### config.mk
export PLATFORM = sky130hd
export DESIGN_NAME = ptim_top
export DESIGN_NICKNAME = d
export VERILOG_FILES = /design/src/rtl/ptim_pkg.sv /design/src/rtl/ptim_ctrl.sv /design/src/rtl/ptim_prescaler.sv /design/src/rtl/ptim_counter.sv /design/src/rtl/ptim_top.sv
export SDC_FILE = /design/constraint.sdc
export NUM_CORES = 1
export LEC_CHECK = 0
export ABC_AREA = 1
export BUFFER_PORTS_ARGS = -buffer_cell sky130_fd_sc_hd__buf_2
export CORE_MARGIN = 2
export CORE_UTILIZATION = 49
export CTS_CLUSTER_DIAMETER = 120
export DETAILED_ROUTE_END_ITERATION = 8
export PLACE_DENSITY = 0.78
export SYNTH_ARGS = -nofsm -noshare
export SYNTH_HDL_FRONTEND = slang
export SYNTH_HIERARCHICAL = 1
export SYNTH_SLANG_ARGS = --single-unit
### constraint.sdc
create_clock -name clk -period 1.86 [get_ports clk]
set_input_delay 0.093 -clock clk [delete_from_list [all_inputs] [get_ports clk]]
set_output_delay 0.093 -clock clk [all_outputs]
set_load 0.02 [all_outputs]
### src/rtl/ptim_pkg.sv
package ptim_pkg;
  localparam int CNT_W  = 16;
  localparam int PRE_W  = 6;
  localparam int ADDR_W = 4;
  localparam int LANES  = CNT_W / 8;

  localparam logic [ADDR_W-1:0] OFS_CNT_HI = 4'h4;
  localparam logic [ADDR_W-1:0] OFS_CNT_LO = 4'h5;
  localparam logic [ADDR_W-1:0] OFS_CTRL   = 4'h6;

  typedef struct packed {
    logic run_en;
    logic halt_wait;
    logic freeze;
    logic fast_clr;
    logic prec_sel;
  } ctrl_t;

  function automatic logic [CNT_W-1:0] cnt_step(input logic [CNT_W-1:0] cur);
    return cur + 1'b1;
  endfunction

  function automatic logic pre_at_wrap(input logic [PRE_W-1:0] pre);
    return pre == {PRE_W{1'b1}};
  endfunction

  function automatic logic [7:0] ctrl_pack(input ctrl_t c);
    return {c.run_en, c.halt_wait, c.freeze, c.fast_clr, c.prec_sel, 3'b000};
  endfunction
endpackage

### src/rtl/ptim_ctrl.sv
module ptim_ctrl
  import ptim_pkg::*;
(
  input  logic       clk,
  input  logic       rst_n,
  input  logic       wr_ctrl,
  input  logic [7:0] wr_byte,
  input  logic       wait_mode,
  output ctrl_t      ctrl_q,
  output logic       active
);
  always_ff @(posedge clk or negedge rst_n) begin
    if (!rst_n) begin
      ctrl_q <= '0;
    end else if (wr_ctrl) begin
      ctrl_q <= wr_byte[7:3];
    end
  end

  assign active = ctrl_q.run_en & ~(ctrl_q.halt_wait & wait_mode);

  AST_CTRL_WRITE: assert property (@(posedge clk) disable iff (!rst_n)
    wr_ctrl |=> ctrl_pack(ctrl_q) == {$past(wr_byte[7:3]), 3'b000});
endmodule

### src/rtl/ptim_prescaler.sv
module ptim_prescaler
  import ptim_pkg::*;
(
  input  logic clk,
  input  logic rst_n,
  input  logic active,
  output logic tick
);
  logic [PRE_W-1:0] pre_q;

  always_ff @(posedge clk or negedge rst_n) begin
    if (!rst_n) begin
      pre_q <= '0;
    end else if (active) begin
      pre_q <= pre_q + 1'b1;
    end
  end

  assign tick = active & pre_at_wrap(pre_q);

  AST_PRE_HOLD: assert property (@(posedge clk) disable iff (!rst_n)
    !active |=> $stable(pre_q));
  AST_TICK_SINGLE: assert property (@(posedge clk) disable iff (!rst_n)
    tick |=> !tick);
  AST_TICK_NEEDS_RUN: assert property (@(posedge clk) disable iff (!rst_n)
    tick |-> active);
endmodule

### src/rtl/ptim_counter.sv
module ptim_counter
  import ptim_pkg::*;
(
  input  logic             clk,
  input  logic             rst_n,
  input  logic             tick,
  input  logic [LANES-1:0] wr_lane,
  input  logic [CNT_W-1:0] wr_data,
  output logic [CNT_W-1:0] count_q
);
  logic             any_wr;
  logic [CNT_W-1:0] base;

  assign any_wr = |wr_lane;
  assign base   = (tick && !any_wr) ? cnt_step(count_q) : count_q;

  for (genvar b = 0; b < LANES; b++) begin : g_lane
    always_ff @(posedge clk or negedge rst_n) begin
      if (!rst_n) begin
        count_q[b*8 +: 8] <= '0;
      end else if (wr_lane[b]) begin
        count_q[b*8 +: 8] <= wr_data[b*8 +: 8];
      end else begin
        count_q[b*8 +: 8] <= base[b*8 +: 8];
      end
    end
  end

  AST_CNT_INC: assert property (@(posedge clk) disable iff (!rst_n)
    (tick && !any_wr) |=> count_q == $past(count_q) + 1'b1);
  AST_CNT_HOLD: assert property (@(posedge clk) disable iff (!rst_n)
    (!tick && !any_wr) |=> $stable(count_q));
  AST_WR_WINS: assert property (@(posedge clk) disable iff (!rst_n)
    (&wr_lane) |=> count_q == $past(wr_data));
endmodule

### src/rtl/ptim_top.sv
module ptim_top
  import ptim_pkg::*;
(
  input  logic              clk,
  input  logic              rst_n,
  input  logic              wait_mode,
  input  logic              special_mode,
  input  logic [ADDR_W-1:0] bus_addr,
  input  logic              bus_wr,
  input  logic              bus_word,
  input  logic [CNT_W-1:0]  bus_wdata,
  output logic [CNT_W-1:0]  bus_rdata,
  output logic [CNT_W-1:0]  count_o,
  output logic              tick64_o
);
  ctrl_t            ctrl_q;
  logic             active;
  logic             tick;
  logic             wr_ctrl;
  logic             hit_hi;
  logic             hit_lo;
  logic [LANES-1:0] wr_lane;
  logic [CNT_W-1:0] wr_data;
  logic [CNT_W-1:0] count_q;

  assign hit_hi  = bus_addr == OFS_CNT_HI;
  assign hit_lo  = bus_addr == OFS_CNT_LO;
  assign wr_ctrl = bus_wr && !bus_word && bus_addr == OFS_CTRL;

  always_comb begin
    wr_lane = '0;
    wr_data = '0;
    if (bus_wr && special_mode) begin
      if (hit_hi && bus_word) begin
        wr_lane = '1;
        wr_data = bus_wdata;
      end else if (hit_hi) begin
        wr_lane[1]      = 1'b1;
        wr_data[15:8]   = bus_wdata[7:0];
      end else if (hit_lo && !bus_word) begin
        wr_lane[0]      = 1'b1;
        wr_data[7:0]    = bus_wdata[7:0];
      end
    end
  end

  always_comb begin
    bus_rdata = '0;
    if (hit_hi && bus_word)          bus_rdata = count_q;
    else if (hit_hi)                 bus_rdata[7:0] = count_q[15:8];
    else if (hit_lo)                 bus_rdata[7:0] = count_q[7:0];
    else if (bus_addr == OFS_CTRL)   bus_rdata[7:0] = ctrl_pack(ctrl_q);
  end

  ptim_ctrl u_ctrl (
    .clk(clk), .rst_n(rst_n), .wr_ctrl(wr_ctrl), .wr_byte(bus_wdata[7:0]),
    .wait_mode(wait_mode), .ctrl_q(ctrl_q), .active(active)
  );

  ptim_prescaler u_pre (
    .clk(clk), .rst_n(rst_n), .active(active), .tick(tick)
  );

  ptim_counter u_cnt (
    .clk(clk), .rst_n(rst_n), .tick(tick), .wr_lane(wr_lane),
    .wr_data(wr_data), .count_q(count_q)
  );

  assign count_o  = count_q;
  assign tick64_o = tick;

  AST_NORMAL_NO_WRITE: assert property (@(posedge clk) disable iff (!rst_n)
    (!special_mode && !tick) |=> $stable(count_q));
  AST_WAIT_HALT: assert property (@(posedge clk) disable iff (!rst_n)
    (ctrl_q.halt_wait && wait_mode) |-> !tick);
endmodule

==> results of run 1 <==
[sequential cells by signal (all words and copies together) (netlist names)]
signal         flops
u_cnt/count_q     16
u_pre/pre_q        6
u_ctrl/ctrl_q      5
[cell families (layout without fill, tap and decap cells)]
kind of cell,Yosys count,after routing
AND/OR/NAND/NOR,223,223
buffers and inverters,65,126
AO/OA/AOI/OAI,31,31
flip-flops,27,27
XOR/XNOR,5,5
adder cells (fa/ha/maj),2,2
multiplexers,1,1
[layout make-up]
type                    instances  area share [%]
inverters                      52            7.27
multi-input cells             262            49.6
well taps                      52            2.39
repair buffers                 70            14.1
clock inverters                 1           0.322
flip-flops and latches         27            24.8
clock buffers                   3            1.52
[synth_stat cells]
master	count
nand3_1	20
nor2_1	44
ha_1	2
o21ai_0	14
or2_2	1
clkbuf_4	1
mux2_2	1
inv_4	1
o211ai_1	3
nor2_4	2
buf_12	2
xor2_1	5
nand2_2	4
a22o_1	1
nor3_1	2
buf_6	2
nand2_4	1
inv_1	48
nor2_2	10
inv_2	3
a21oi_1	10
nand2_1	97
o221ai_1	1
buf_2	5
nand4_1	39
buf_4	3
o311ai_0	1
a31oi_1	1
nor2_8	1
dfrtp_1	27
nand3_4	2
[worst register-to-register path, delay by kind of cell, from the launching register on]
kind                     cells  cell delay [ps]
AND/OR/NAND/NOR              5              660
flip-flops                   1              420
buffers and inverters        3              240
adder cells (fa/ha/maj)      1              210
AO/OA/AOI/OAI                1               70
[power groups by stage]
stage	Sequential [mW]	Clock (mW)	Combinational, mW
6_report	0.822	0.357	0.501
5_1_grt	0.838	0.401	0.573
4_1_cts	0.821	0.371	0.503
3_5_place_dp	0.832	0	0.498
3_3_place_gp	0.823	0	0.479
2_1_floorplan	0.847	0	0.309
[cells in the final DEF (no fill, tap or decap)]
cell and instances:
a21oi_1 9, a21oi_4 1, a22o_1 1, a31oi_1 1, buf_2 58, buf_4 11, clkbuf_8 3, dfrtp_1 27
dlygate4sd3_1 1, ha_1 2, inv_1 48, inv_2 3, inv_4 1, inv_6 1, mux2_2 1, nand2_1 97
nand2_2 4, nand2_4 1, nand3_1 19, nand3_2 1, nand3_4 2, nand4_1 39, nor2_1 44, nor2_2 10
nor2_4 2, nor2_8 1, nor3_1 1, nor3_4 1, o211ai_1 3, o21ai_0 14, o221ai_1 1, o311ai_0 1
or2_2 1, xor2_1 5
[path summary, 6_finish.rpt]
check                                                to  slack [ps]  cells after the start
max in group asynchronous  u_cnt/count_q[6]$_DFFE_PN0P_        1090                      2
max reg2reg                u_cnt/count_q[8]$_DFFE_PN0P_         170                     10
min reg2reg                u_ctrl/ctrl_q[1]$_DFFE_PN0P_         480                      2
min in group asynchronous    u_pre/pre_q[5]$_DFFE_PN0P_         360                      2
min                        u_ctrl/ctrl_q[0]$_DFFE_PN0P_          70                      3
max                        u_cnt/count_q[8]$_DFFE_PN0P_         170                     10
[layer usage]
metal  up-vias  global-route usage [%]  wire, um
li1       1279                       -         -
met1      1170                    36.1      3010
met2        89                    41.3      2950
met3         8                    3.59       419
met4         0                    9.05        80
met5         -                       0         0
[through the flow]
step           total power, mW  instance area, um^2  setup WS [ps]  util [%]
2_1_floorplan             1.16                 2340           33.2         -
3_3_place_gp              1.30                 2660            184      59.9
3_5_place_dp              1.33                 2660            132      59.9
4_1_cts                   1.70                 2720            108      61.2
5_1_grt                   1.81                 2720           19.2      61.2
6_report                  1.68                 2720            171      61.2
[timing repair]
action | 4_1_cts | 5_1_grt
endpoints found under the setup margin | 0 | 5
gates resized for setup | 0 | 0
hold endpoints to repair | 27 | 0
setup buffers | 0 | 0
hold buffers | 1 | 0
==> impl_metrics.tcl, run 1 <==
set metrics [dict create \
    start_util_pct 52.0 \
    finalHoldViolCount 0 \
    path_cells "ha_1 -> nand3_2 -> nor3_4 -> nand3_4 -> inv_4 -> nor2_4 -> inv_1 -> o21ai_0 -> nand2_1 -> inv_1" \
    whs_ps 73.7 \
    p_int_mw 1.05 \
    grt_pass1_wl_mm 10.9 \
    synth-compound-area-share_pct 7.58 \
    gp_congestion 0.916 \
    r2r_start "u_pre/pre_q[0]$_DFFE_PN0P_" \
    drt-wirelength-per-cell_um 13.8 \
    pwr-share-comb_pct 29.8 \
    synth_top_family_by_area "simple AND/OR/NAND/NOR gates" \
    drt-vias-per-instance 5.45 \
    cp.arrival_ps 1870 \
    timing.final.crit_share_pct 90.8 \
    h-tree-depth 1 \
    power_switching_uw 635 \
    overflow 0 \
    dp_cells 462 \
    ys_seq_elements 27 \
    layout-drive-gt1-share_pct 24.6 \
    critPathLaunchType "flop" \
    crit_path_max_incr_delay_ps 420 \
    dr.pass1.iters 7 \
    track_usage_pct 25.9 \
    endpoint_kind "flop" \
    crit_type "flop to flop" \
    tns_ps 0 \
    synth_cell_type_count 31 \
    clock_skew_ps 2.77 \
    clockRootBuffer "clkbuf_8" \
    num_rows 24 \
    crit_path_frequent_cell "inv_1" \
    rsz0062_at_grt "no" \
    ant_nets 0 \
    critPathLaunch "u_pre/pre_q[0]$_DFFE_PN0P_" \
    num_vias 2546 \
    swShare_pct 37.8 \
    drtIter0Drc 203 \
    yosys-top-cells-area "dfrtp_1, nand2_1, nand4_1, inv_1, nor2_1" \
    path_buf_inv 3 \
    clkPwrFrac_pct 21.2 \
    synthAdderAreaFrac_pct 1.08 \
    fin_cells 467 \
    post-route-min-period_ps 1690 \
    ir_drop_v 0.000419 \
    syn_area_per_cell_um2 6.53 \
    nets 444 \
    core_area_mm2 0.00444 \
    port-buffer-count 58 \
    setup_violations 0 \
    fp.dieH_um 72.7 \
    cts_tree "yes" \
    clock_latency_ps 280 \
    numCtsBuffers 3 \
    report.final.slew_viol_count 0 \
    grt_pass1_vias 2376 \
    synth_simple_gate_area_share_pct 46.1 \
    fillers 415 \
    final-seq-area_um2 676 \
    max_freq_mhz 592 \
    synth_top_cell_area_share_pct 29.2 \
    hp-start "bus_wdata[3]" \
    num_io_pins 59 \
    cp_slowest_cell "dfrtp_1" \
    multi_input_area_mm2 0.00135 \
    status "finished clean" \
    clk_pin_slew_ps 100 \
    worst_pin_slew_ps 631 \
    syn-cell-area_mm2 0.00231 \
    totalWireLength_mm 6.46 \
    synthCells 354 \
    clk_path_buf_depth 2 \
    p_seq_share_pct 49.0 \
    area_growth_pct 17.6 \
    clock_sinks 27 \
    synth_xor_area_share_pct 1.89 \
    dp_hpwl_mm 4.99 \
    synth_seq_area_share_pct 29.2 \
    drc_errors 0 \
    synth_nets 382 \
    maxCapViolCount 0 \
    antenna-diode-count 0 \
    dieArea_mm2 0.00528 \
    crit_fanout 12 \
    ys_warn_count 6 \
    synth_top_area_cell "dfrtp_1" \
    grt_max_degree 34 \
    dieWidth_um 72.7 \
    leakage_nw 1.43 \
    hold_path_class "primary input to flop" \
    crit_required_ps 2040 \
    power.density_mw_per_mm2 618 \
    path_delay_family "simple AND/OR/NAND/NOR gates" \
    muxShareOfSynthArea_pct 0.487 \
    relSlewSlack_pct 57.9 \
    antenna_found_initial 0 \
]
(Power assumes the default switching activity.)
==> inputs of run 2 (changes only) <==
GPL_TIMING_DRIVEN = 0   (was unset)
==> impl_metrics.tcl, run 2 (synthesized netlist as in run 1, its figures left out) <==
set metrics [dict create \
    status "finished clean" \
    clkPwrFrac_pct 20.8 \
    area_growth_pct 23.7 \
    numCtsBuffers 3 \
    multi_input_area_mm2 0.00137 \
    drt-wirelength-per-cell_um 14.7 \
    antenna-diode-count 0 \
    antenna_found_initial 0 \
    routed.top_layer "met4" \
    clk_pin_slew_ps 110 \
    nets 457 \
    num_io_pins 59 \
    clock_sinks 27 \
    wl_met3_um 561 \
    relSlewSlack_pct 57.4 \
    clockRootBuffer "clkbuf_8" \
    totalWireLength_mm 7.04 \
    crit_required_ps 2070 \
    regMostFlops "u_cnt/count_q" \
    layout-drive-gt1-share_pct 28.3 \
    ant_nets 0 \
    grt_max_degree 28 \
    utilization_pct 64.4 \
    p_int_mw 1.09 \
    leakage_nw 1.50 \
    clock_skew_ps 6.12 \
    crit_fanout 5 \
    cp.arrival_ps 2020 \
    path_cells "inv_2 -> a21oi_4 -> nand3_4 -> nor3_4 -> nand3_4 -> inv_4 -> nor2_4 -> buf_6 -> nor2_1 -> nand2_1 -> nand2_1" \
    setup_violations 0 \
    dr.pass1.iters 6 \
    endpoint_kind "flop" \
    fin_cells 480 \
    dieArea_mm2 0.00528 \
    reg2regPathDepth 11 \
    crit_path_max_incr_delay_ps 410 \
    clk_path_buf_depth 2 \
    fp.dieH_um 72.7 \
    power_switching_uw 672 \
    drtIter0Drc 194 \
    grt_pass1_wl_mm 11.4 \
    power.density_mw_per_mm2 615 \
    whs_path_depth 3 \
    overflow 0 \
    num_rows 24 \
    track_usage_pct 27.1 \
    gp_congestion 0.892 \
    drt-vias-per-instance 5.58 \
    dp_cells 462 \
    stdcell_area_mm2 0.00286 \
    largest_reg_flops 16 \
    final_common_cell "nand2_1" \
    place_area_mm2 0.00269 \
    swShare_pct 38.2 \
    post-route-min-period_ps 1800 \
    critPathLaunchType "flop" \
    port-buffer-count 56 \
    finalHoldViolCount 0 \
    start_util_pct 52.0 \
    num_vias 2679 \
    dp_hpwl_mm 5.16 \
    fillers 411 \
    reg.largest.list "u_cnt/count_q (16), u_pre/pre_q (6), u_ctrl/ctrl_q (5)" \
    worst_pin_slew_ps 639 \
    core_area_mm2 0.00444 \
    wl_met2_mm 3.27 \
    p_seq_share_pct 46.9 \
    final-seq-area_um2 676 \
    ir_drop_v 0.000428 \
    hold_path_class "primary input to flop" \
    pwr-share-comb_pct 32.3 \
    report.final.slew_viol_count 0 \
    drc_errors 0 \
    wl_met1_mm 3.08 \
    timing.final.crit_share_pct 97.0 \
    crit_type "flop to flop" \
    max_freq_mhz 554 \
    maxCapViolCount 0 \
    h-tree-depth 1 \
    grt_pass1_vias 2514 \
    clock_latency_ps 280 \
    cp_slowest_cell "dfrtp_1" \
    layout_common_cells "nand2_1, buf_2, inv_1" \
    cts_tree "yes" \
    dieWidth_um 72.7 \
]
==> run 2: cell types whose count changed in the layout (fill, tap and decap cells not counted), moves of 2 or more <==
cell	before	now
inv_2	3	5
buf_6	0	2
inv_1	48	46
buf_4	11	15
buf_12	0	2
buf_2	58	62
==> run 2: final cells by class <==
| cell class | count | share of cell area [%] |
|---|---|---|
| multi-input combinational | 262 | 47.9 |
| sequential | 27 | 23.6 |
| buffer | 13 | 4.11 |
| tap | 52 | 2.27 |
| inverter | 52 | 6.91 |
| timing repair buffer | 70 | 13.5 |
| clock inverter | 1 | 0.306 |
| clock buffer | 3 | 1.44 |
==> run 2: final timing paths <==
| kind | from | end | slack [ps] |
|---|---|---|---|
| max | u_ctrl/ctrl_q[4]$_DFFE_PN0P_ | u_cnt/count_q[11]$_DFFE_PN0P_ | 60 |
| min | bus_wdata[3] | u_ctrl/ctrl_q[0]$_DFFE_PN0P_ | 70 |
| max reg2reg | u_ctrl/ctrl_q[4]$_DFFE_PN0P_ | u_cnt/count_q[11]$_DFFE_PN0P_ | 60 |
| min reg2reg | u_ctrl/ctrl_q[1]$_DFFE_PN0P_ | u_ctrl/ctrl_q[1]$_DFFE_PN0P_ | 500 |
| max in group asynchronous | rst_n | u_cnt/count_q[12]$_DFFE_PN0P_ | 1080 |
| min in group asynchronous | rst_n | u_pre/pre_q[5]$_DFFE_PN0P_ | 360 |
==> run 2: repair_timing <==
action / CTS / global route
pin swaps: 3 / 4
hold buffers: 1 / 0
endpoints found under the setup margin: 9 / 9
resized for setup: 1 / 7
cloned: 0 / 1
buffers inserted: 3 / 9
endpoints found under the hold margin: 27 / 0
==> run 2: critical path: cells and delay by family (launching register included) <==
family                 cells  cell delay (ps)
DFF                        1              410
buffers and inverters      3              310
AOI/OAI and AO/OA          1              160
and+or+nand+nor            7              840
==> run 2: per-stage QoR <==
step                setup TNS [ps]  power (mW)  setup slack (ps)  hold slack [ps]
finish                           0        1.76              56.6             72.1
global route                 -17.0        1.87             -16.2             68.1
CTS                              0        1.70              30.4             65.5
detailed placement           -1100        1.33              -186              155
global placement              -655        1.31              -101              147
floorplan                        0        1.16              33.2             -203
==> run 2: power groups by stage <==
| stage | clock network (mW) | registers (mW) | logic [mW] |
|---|---|---|---|
| 2_1_floorplan | 0 | 0.847 | 0.309 |
| 3_3_place_gp | 0 | 0.825 | 0.482 |
| 3_5_place_dp | 0 | 0.835 | 0.498 |
| 4_1_cts | 0.373 | 0.823 | 0.503 |
| 5_1_grt | 0.398 | 0.845 | 0.631 |
| 6_report | 0.365 | 0.825 | 0.568 |
==> run 2: per-layer routing <==
layer	track usage (%)	vias up
li1	-	1302
met1	35.9	1237
met2	44.1	127
met3	5.39	13
met4	9.26	0
met5	0	-
==> inputs of run 3 (changes only) <==
CORE_UTILIZATION = 58   (was 49)
PLACE_DENSITY = 0.86   (was 0.78)
clock period = 2.1 ns   (was 1.86 ns; I/O delays follow)
==> impl_metrics.tcl, run 3 (synthesized netlist as in run 1, its figures left out) <==
set metrics [dict create \
    max_freq_mhz 509 \
    leakage_nw 1.47 \
    power_switching_uw 579 \
    core_area_mm2 0.00374 \
    reg.largest.list "u_cnt/count_q (16), u_pre/pre_q (6), u_ctrl/ctrl_q (5)" \
    grt_pass1_vias 2282 \
    crit_required_ps 2300 \
    reg2regPathDepth 8 \
    post-route-min-period_ps 1970 \
    drtIter0Drc 376 \
    final_common_cell "nand2_1" \
    ir_drop_v 0.000547 \
    maxCapViolCount 0 \
    clockRootBuffer "clkbuf_8" \
    layout_common_cells "nand2_1, buf_2, inv_1" \
    regMostFlops "u_cnt/count_q" \
    ant_nets 0 \
    pwr-share-comb_pct 30.6 \
    reg2reg_to "u_cnt/count_q[10]$_DFFE_PN0P_" \
    path_buf_inv 1 \
    endpoint_kind "flop" \
    report.final.slew_viol_count 0 \
    r2r_start "u_ctrl/ctrl_q[3]$_DFFE_PN0P_" \
    min_to "u_ctrl/ctrl_q[0]$_DFFE_PN0P_" \
    drc_errors 0 \
    largest_reg_flops 16 \
    grt_max_degree 28 \
    wl_met2_mm 3.10 \
    wl_met3_um 592 \
    power.density_mw_per_mm2 544 \
    hold_path_class "primary input to flop" \
    clk_pin_slew_ps 100 \
    wl_met1_mm 2.84 \
    fp.dieH_um 67.1 \
    dp_hpwl_mm 4.94 \
    grt_pass1_wl_mm 10.6 \
    crit_path_max_incr_delay_ps 440 \
    h-tree-depth 1 \
    dieArea_mm2 0.00451 \
    clock_sinks 27 \
    worst_pin_slew_ps 598 \
    status "finished clean" \
    drt-vias-per-instance 5.70 \
    post-place-ws_ps -84.6 \
    clock_latency_ps 290 \
    totalWireLength_mm 6.78 \
    antenna_found_initial 0 \
    cp_slowest_cell "dfrtp_1" \
    critPathLaunchType "flop" \
    dp_cells 458 \
    finalHoldViolCount 0 \
    setup_violations 0 \
    cts_tree "yes" \
    num_io_pins 59 \
    path_cells "a21oi_4 -> nand3_2 -> nor3_4 -> nand3_4 -> buf_4 -> nor3_1 -> nor2_1 -> a21oi_1" \
    whs_path_depth 3 \
    fin_cells 470 \
    tns_ps 0 \
    timing.final.crit_share_pct 93.6 \
    drt-wirelength-per-cell_um 14.4 \
    num_rows 22 \
    start_util_pct 61.8 \
    numCtsBuffers 3 \
    area_growth_pct 20.9 \
    overflow 0 \
    clock_skew_ps 8.66 \
    clkPwrFrac_pct 21.4 \
    path_delay_family "simple AND/OR/NAND/NOR gates" \
    clk_path_buf_depth 2 \
    num_vias 2681 \
    port-buffer-count 56 \
    r2r_slack_ps 130 \
    p_int_uw 941 \
    crit_type "flop to flop" \
    p_seq_share_pct 48.0 \
    fillers 320 \
    nets 451 \
    cp.arrival_ps 2170 \
    routed.top_layer "met4" \
    dr.pass1.iters 6 \
    gp_congestion 0.934 \
    relSlewSlack_pct 60.1 \
    dieWidth_um 67.1 \
    fin_ws_ps 134 \
    hp-start "bus_wdata[3]" \
    layout-drive-gt1-share_pct 26.1 \
    swShare_pct 38.1 \
    track_usage_pct 31.4 \
    antenna-diode-count 0 \
    crit_fanout 8 \
]
[run 3: power groups by stage]
stage / clock, mW / sequential (mW) / combinational (mW)
after floorplan: 0 / 0.747 / 0.263
after global placement: 0 / 0.727 / 0.410
after detailed placement: 0 / 0.732 / 0.428
after CTS: 0.329 / 0.724 / 0.433
after global routing: 0.354 / 0.745 / 0.518
final: 0.326 / 0.729 / 0.465
[run 3: metrics by stage]
step           util [%]  total power [mW]  area (um^2)  hold WS (ps)
2_1_floorplan         -              1.01         2320          -191
3_3_place_gp       71.0              1.14         2660           144
3_5_place_dp       71.0              1.16         2660           146
4_1_cts            72.7              1.49         2720          61.7
5_1_grt            74.7              1.62         2800          69.9
6_report           74.7              1.52         2800          65.4
[run 3: metal layers]
layer  GRT usage [%]  vias up
li1                -     1298
met1            43.0     1208
met2            49.1      143
met3            3.83       32
met4            15.6        0
met5               0        -
[run 3: how the worst max path moves through the flow]
stage                                       startpoint                            end  slack (ps)  cells after the start
after floorplan           u_ctrl/ctrl_q[3]$_DFFE_PN0P_   u_cnt/count_q[7]$_DFFE_PN0P_          30                      9
after global placement    u_ctrl/ctrl_q[3]$_DFFE_PN0P_   u_cnt/count_q[7]$_DFFE_PN0P_         -10                      9
after detailed placement  u_ctrl/ctrl_q[3]$_DFFE_PN0P_  u_cnt/count_q[11]$_DFFE_PN0P_         -80                     10
after global routing      u_ctrl/ctrl_q[4]$_DFFE_PN0P_  u_cnt/count_q[11]$_DFFE_PN0P_          -9                     11
after CTS                 u_ctrl/ctrl_q[3]$_DFFE_PN0P_  u_cnt/count_q[11]$_DFFE_PN0P_           8                     10
final                     u_ctrl/ctrl_q[3]$_DFFE_PN0P_  u_cnt/count_q[10]$_DFFE_PN0P_         130                      8
[run 3: what timing repair did]
action	4_1_cts	5_1_grt
endpoints found under the setup margin	10	11
pin swaps	0	3
gates cloned	0	0
hold endpoints to repair	27	0
gates resized for setup	1	4
hold buffers	1	0
setup buffers	0	7
[run 3: worst reg2reg max path, cell delays in order (launching register included)]
cell and delay, ps:
dfrtp_1 440, a21oi_4 220, nand3_2 150, nor3_4 300, nand3_4 180, buf_4 180, nor3_1 170, nor2_1 60
a21oi_1 160
[run 3: final cells by class]
class	instances	area, um^2	share of cell area (%)
well taps	48	60.1	2.15
multi-input cells	262	1350	48.3
inverters	52	198	7.07
repair buffers	64	343	12.3
flip-flops and latches	27	676	24.2
clock inverters	1	8.76	0.313
clock buffers	3	41.3	1.48
plain buffers	13	118	4.21
